[src/rtl/retStackPkg.sv]
package retStackPkg;
  typedef struct packed {
    logic shiftIn;   // move entries one level deeper, load new top
    logic shiftOut;  // move entries one level up, bottom holds
  } stackCtrlT;
endpackage

[src/rtl/retStackCtrl.sv]
module retStackCtrl
  import retStackPkg::*;
#(
  parameter int DEPTH   = 4,
  parameter int DEPTH_W = $clog2(DEPTH + 1)
) (
  input  logic               clk,
  input  logic               rstN,
  input  logic               pushEn,
  input  logic               popEn,
  input  logic               popRestoreCarry,
  output stackCtrlT          ctrl,
  output logic               restoreCarry,
  output logic [DEPTH_W-1:0] depth
);
  localparam logic [DEPTH_W-1:0] FULL = DEPTH_W'(DEPTH);

  logic doPush;
  logic doPop;

  assign doPush = pushEn;
  assign doPop  = popEn & ~pushEn;

  assign ctrl.shiftIn  = doPush;
  assign ctrl.shiftOut = doPop;
  assign restoreCarry  = doPop & popRestoreCarry;

  always_ff @(posedge clk) begin
    if (!rstN) begin
      depth <= '0;
    end else if (doPush) begin
      if (depth != FULL) depth <= depth + 1'b1;
    end else if (doPop) begin
      if (depth != '0) depth <= depth - 1'b1;
    end
  end
endmodule

[src/rtl/retStackData.sv]
module retStackData
  import retStackPkg::*;
#(
  parameter int PC_W  = 12,
  parameter int DEPTH = 4
) (
  input  logic            clk,
  input  logic            rstN,
  input  stackCtrlT       ctrl,
  input  logic [PC_W-1:0] pushPc,
  input  logic            pushCarry,
  output logic [PC_W-1:0] retPc,
  output logic            retCarry
);
  localparam int ENTRY_W = PC_W + 1;

  logic [ENTRY_W-1:0] stk [DEPTH];
  logic [ENTRY_W-1:0] newEntry;

  assign newEntry = {pushCarry, pushPc};

  for (genvar lvl = 0; lvl < DEPTH; lvl++) begin : g_level
    logic [ENTRY_W-1:0] fromAbove;
    logic [ENTRY_W-1:0] fromBelow;

    if (lvl == 0) begin : g_top
      assign fromAbove = newEntry;
    end else begin : g_mid
      assign fromAbove = stk[lvl-1];
    end

    if (lvl == DEPTH - 1) begin : g_bottom
      assign fromBelow = stk[lvl];
    end else begin : g_upper
      assign fromBelow = stk[lvl+1];
    end

    always_ff @(posedge clk) begin
      if (!rstN) begin
        stk[lvl] <= '0;
      end else if (ctrl.shiftIn) begin
        stk[lvl] <= fromAbove;
      end else if (ctrl.shiftOut) begin
        stk[lvl] <= fromBelow;
      end
    end
  end

  assign retCarry = stk[0][ENTRY_W-1];
  assign retPc    = stk[0][PC_W-1:0];
endmodule

[src/rtl/retStack.sv]
module retStack
  import retStackPkg::*;
#(
  parameter int PC_W    = 12,
  parameter int DEPTH   = 4,
  parameter int DEPTH_W = $clog2(DEPTH + 1)
) (
  input  logic               clk,
  input  logic               rstN,
  input  logic               pushEn,
  input  logic [PC_W-1:0]    pushPc,
  input  logic               pushCarry,
  input  logic               popEn,
  input  logic               popRestoreCarry,
  output logic [PC_W-1:0]    retPc,
  output logic               retCarry,
  output logic               restoreCarry,
  output logic [DEPTH_W-1:0] depth
);
  stackCtrlT ctrl;

  retStackCtrl #(.DEPTH(DEPTH), .DEPTH_W(DEPTH_W)) u_ctrl (
    .clk(clk), .rstN(rstN), .pushEn(pushEn), .popEn(popEn),
    .popRestoreCarry(popRestoreCarry), .ctrl(ctrl),
    .restoreCarry(restoreCarry), .depth(depth)
  );

  retStackData #(.PC_W(PC_W), .DEPTH(DEPTH)) u_data (
    .clk(clk), .rstN(rstN), .ctrl(ctrl), .pushPc(pushPc),
    .pushCarry(pushCarry), .retPc(retPc), .retCarry(retCarry)
  );
endmodule

[config.mk]
export PLATFORM = sky130hd
export DESIGN_NAME = retStack
export DESIGN_NICKNAME = d
export VERILOG_FILES = /design/src/rtl/retStackPkg.sv /design/src/rtl/retStackCtrl.sv /design/src/rtl/retStackData.sv /design/src/rtl/retStack.sv
export SDC_FILE = /design/constraint.sdc
export NUM_CORES = 1
export LEC_CHECK = 0
export BUFFER_PORTS_ARGS = -buffer_cell sky130_fd_sc_hd__buf_4
export CAP_MARGIN = 20
export CORE_ASPECT_RATIO = 0.8
export CORE_UTILIZATION = 53
export CTS_BUF_LIST = sky130_fd_sc_hd__clkbuf_4
export DETAILED_ROUTE_END_ITERATION = 8
export GPL_ROUTABILITY_DRIVEN = 0
export PLACE_DENSITY = 0.78
export SYNTH_ARGS = -nofsm -noshare
export SYNTH_HDL_FRONTEND = slang
export SYNTH_HIERARCHICAL = 1
export SYNTH_SLANG_ARGS = --single-unit
export TNS_END_PERCENT = 50
[constraint.sdc]
create_clock -name clk -period 1.8 [get_ports clk]
set_input_delay 0.18 -clock clk [delete_from_list [all_inputs] [get_ports clk]]
set_output_delay 0.18 -clock clk [all_outputs]
set_load 0.05 [all_outputs]
After elaboration in Yosys (flattened, before gate mapping) --
Memories as Yosys holds them, arrays and structs flattened. Cells that the tools add are included. W data, S select, Z words.
Storage, ports and cells: output and inout port bits 17, input bits 18, memory bits (writable) 52, memories 1, logic and storage cells 41, register bits 3
Memories:
- u_data.stk | words 4, bits a word 13, rd ports 4, clocked after Yosys merged registers in 0, wr ports 4, RTL line retStackData.sv:17 | logic [ENTRY_W-1:0] stk [DEPTH];
Operators by class: bitwise logic cells 11, eq/ne operators 2, reductions and logical operators 4, add/subtract/negate cells 2, muxes and demuxes 20
Operators by type and width (count):
- $mux W13 | 8
- $mux W3 | 4
- $mux W1 | 8
- $or A1 B1 Y1 | 8
- $reduce_bool A2 Y1 | 2
- $add A3 B1 Y3 const B | 1
- $ne A3 B3 Y1 const B | 1
- $reduce_and A3 Y1 | 1
- $reduce_bool A3 Y1 | 1
- $sub A3 B1 Y3 const B | 1
- $and A1 B1 Y1 | 2
- $ne A2 B1 Y1 const B | 1
- $not A1 Y1 | 1

Longest topological paths before layout --
word-level depth 7, depth in mapped cells 6, gate-level depth less buffers 5

Modules after synthesis --
Netlist, hierarchy kept.
Modules (own cells, without submodules):
- retStackData | area an instance 2173.3 um^2, sequential area each 1561.5 um^2, times used 1, cells each 125
- retStackCtrl | area an instance 209.0 um^2, sequential area each 60.1 um^2, times used 1, cells each 23

Least setup slack after synthesis --
No wires, ideal clock.
kind input -> register, start point input pushEn, end point memory u_data/stk[0][0] in the netlist's numbering, enable pin, cell stages on the path 3, setup time 0.384 ns, arrival 1.402 ns, setup slack 0.014 ns, path buffers 1, required time 1.416 ns, cells stage by stage buf_4 -> nand2b_1 -> or2_1
RTL lines:
- start: declaration | RTL line retStack.sv:10 | input logic pushEn,
- end: declaration | RTL line retStackData.sv:17

Final worst setup path --
start point register u_ctrl.depth[0], end point register u_ctrl.depth[2]
On the way: cells in the longest elaborated chain, start to end 4, elaborated cells on any way between the ends 11, those cells by class add/sub (2); eq/ne (2); mux (4); reduce/logical (3)
RTL lines:
- start: declaration | RTL line retStackCtrl.sv:14 | output logic [DEPTH_W-1:0] depth
- start signal: assignment | RTL line retStackCtrl.sv:32 | if (depth != FULL) depth <= depth + 1'b1;
- start signal: assignment | RTL line retStackCtrl.sv:34 | if (depth != '0) depth <= depth - 1'b1;
- $sub A3 B1 Y3 | RTL line retStackCtrl.sv:34
- $mux W3 | RTL line retStackCtrl.sv:34
- $mux W3 | RTL line retStackCtrl.sv:33 | end else if (doPop) begin
- $mux W3 | RTL line retStackCtrl.sv:31 | end else if (doPush) begin
Several ways; a longest one is shown, not always the timed one. The select of a mux whose other input is x is not followed. A chain may end at the register's enable or synchronous reset.

==> impl_metrics.toml <==
[yosys]
ys_seq_elements = 55
syn-mean-instance-area_um2 = 16.1
syn_inst = 148
synth.distinct_cells = 27
post-synth-top-area-fraction_pct = 65.5
synth_nets = 167
yosysSeqAreaShare_pct = 68.1
synth_commonest_cells = "52 x edfxtp_1, 38 x a32o_1, 15 x and3_1, 6 x clkbuf_1, 5 x buf_6"
syn_area_um2 = 2380
synth.most_common_cell = "edfxtp_1"
synthTopCellsByArea = "edfxtp_1 66%, a32o_1 16%, and3_1 3.9%"
synthArstFlopShare_pct = 0
ys.warnings.count = 6
ys.flop_type = "edfxtp_1"
yosysTopAreaCell = "edfxtp_1"
synth-edff-count = 52

[setup_path]
crit_path_end = "u_ctrl/depth[2]"
r2r_setup_slack_ns = 0.26
crit_arrival_ns = 1.82
critPathLaunchType = "flop"
cp-end-kind = "flop"
path_class = "flop to flop"
path_max_fanout = 6
reg2reg_to = "u_ctrl/depth[2]"
slowest_stage = "dfxtp_1"
reg2reg_from = "u_ctrl/depth[0]"
crit_start = "u_ctrl/depth[0]"
cp_cell_sequence = "fa_1, o21ba_2, a221o_1, and3_1"
r2r_cells = 4
cp_slowest_stage_delay_ns = 0.51
critPathRequiredTime_ns = 2.08

[sta]
final-setup-viol-count = 0
fin_crit_ns = 1.54
relSlewSlack_pct = 40.7
tightest_slew_ns = 0.886
holdWs_ns = 0.0808
rsz0062_at_grt = "false"
hold_viol_final = 0
period_share_pct = 85.5
fin_skew_ns = 0.0289
tns_ns = 0
fmax_mhz = 649
drv_slew = 0

[die]
io_pins = 35
die_h_um = 62.0
die_area_um2 = 4770
row_count = 21
initial_core_util_pct = 56.0
die_w_um = 77.0
coreArea_um2 = 4260

[final_layout]
area_growth_pct = 16.1
final_cells = 240
nets = 201
diodes = 0
final_layout_size_suffix_gt1_share_pct = 31.1

[global_route]
grt_pass1_vias = 1443
grt-ovfl-total = 0
grt_max_degree = 39
grt_pass1_wl_um = 7270
track_usage_pct = 20.7
antenna_found_initial = 0

[drt]
totalWireLength_um = 4650
vias_per_cell = 6.22
drt_iter0_drc = 131
postRouteAntennaNets = 0
drc = 0
vias = 1492
drt_first_pass_iters = 4
post_drt_wl_per_cell_um = 19.4

[pwr]
power_density_nw_per_um2 = 974
max-vdd-ir-drop_uv = 659
power_mw = 2.69
p_leak_nw = 1.11

[min_path]
hp-class = "input port to flop"

[clock_tree]
root_buffer = "clkbuf_4"
cts_tree = "yes"
post_cts_resized = 0
clkLatencyLatePin_ns = 0.37
clock_sinks = 55
cts_max_path_buffers = 2
cts_hold_buf = 0
htree_levels = 2
cts_inserted_buffers = 5
clkTransAtPathRegs_ns = 0.16
cts_setup_buffers = 0

[placement]
io_buffers = 34
hpwlAfterDp_um = 2960
dp.cells = 232

[run_status]
status = "completed"

[flow_run]
maxCapViolations = 0
worst max-delay path: cells and delay by family (launching register included):
family,cells,cell delay (ns)
DFF,1,0.51
adders and majority gates,1,0.29
AOI/OAI and AO/OA,2,0.48
and+or+nand+nor,1,0.18
placed cells by master (no fill, tap or decap), types with 2 or more instances in the layout:
cell type and count:
inv_1 2, xor2_1 2, or2_1 2, clkbuf_4 6
edfxtp_1 52, nor2_1 2, and3_1 15, nor2b_2 2
a32o_1 38, buf_4 43, dfxtp_1 3
final cells by class:
cell class                      instances  area (µm²)
Clock buffer                            6        45.0
Clock inverter                          2        38.8
Fill cell                             340        1490
Inverter                                2        7.51
Multi-Input combinational cell         74         639
Sequential cell                        55        1620
Tap cell                               57        71.3
Timing Repair Buffer                   44         343
report_power, final:
group	internal, mW	total (mW)	leakage (nW)	switching (mW)
clock network	0.314	0.684	0.0463	0.370
logic	0.159	0.431	0.459	0.272
registers	1.51	1.58	0.609	0.0717
per-layer routing:
layer  global-route usage, %  vias to the layer above  routed length (µm)
li1                        -                      692                   -
met1                    28.2                      740                2060
met2                    33.9                       53                2240
met3                    4.53                        7                 290
met4                    7.42                        0                  47
met5                       0                        -                   0
stage by stage:
stage / util (%) / instance area, µm² / setup WS (ns)
2_1_floorplan: - / 2380 / 0.0144
3_3_place_gp: 63.0 / 2680 / 0.154
3_5_place_dp: 63.0 / 2680 / 0.0517
4_1_cts: 65.0 / 2770 / 0.279
5_1_grt: 65.0 / 2770 / 0.181
6_report: 65.0 / 2770 / 0.260
kinds of logic (layout without fill, tap and decap cells):
kind of cell | Yosys count | in the layout | synth area share, %
xor+xnor | 2 | 2 | 0.735
compound gates | 46 | 46 | 18.6
simple gates | 25 | 25 | 6.51
flops | 55 | 55 | 68.1
buf+inv | 19 | 54 | 5.20
fa+ha+maj | 1 | 1 | 0.840
sequential cells by signal (all words and copies together) (netlist names):
signal / count
u_data/stk: 52
u_ctrl/depth: 3
worst min path at each step:
stage	from	endpoint	cells past startpoint
6_report	pushPc[5]	u_data/stk[0][5]	2
5_1_grt	pushPc[4]	u_data/stk[0][4]	2
4_1_cts	pushPc[5]	u_data/stk[0][5]	2
3_5_place_dp	pushPc[9]	u_data/stk[0][9]	2
3_3_place_gp	pushPc[6]	u_data/stk[0][6]	2
2_1_floorplan	rstN	u_ctrl/depth[2]	1
Note: power is estimated with default switching activity, not from simulation.
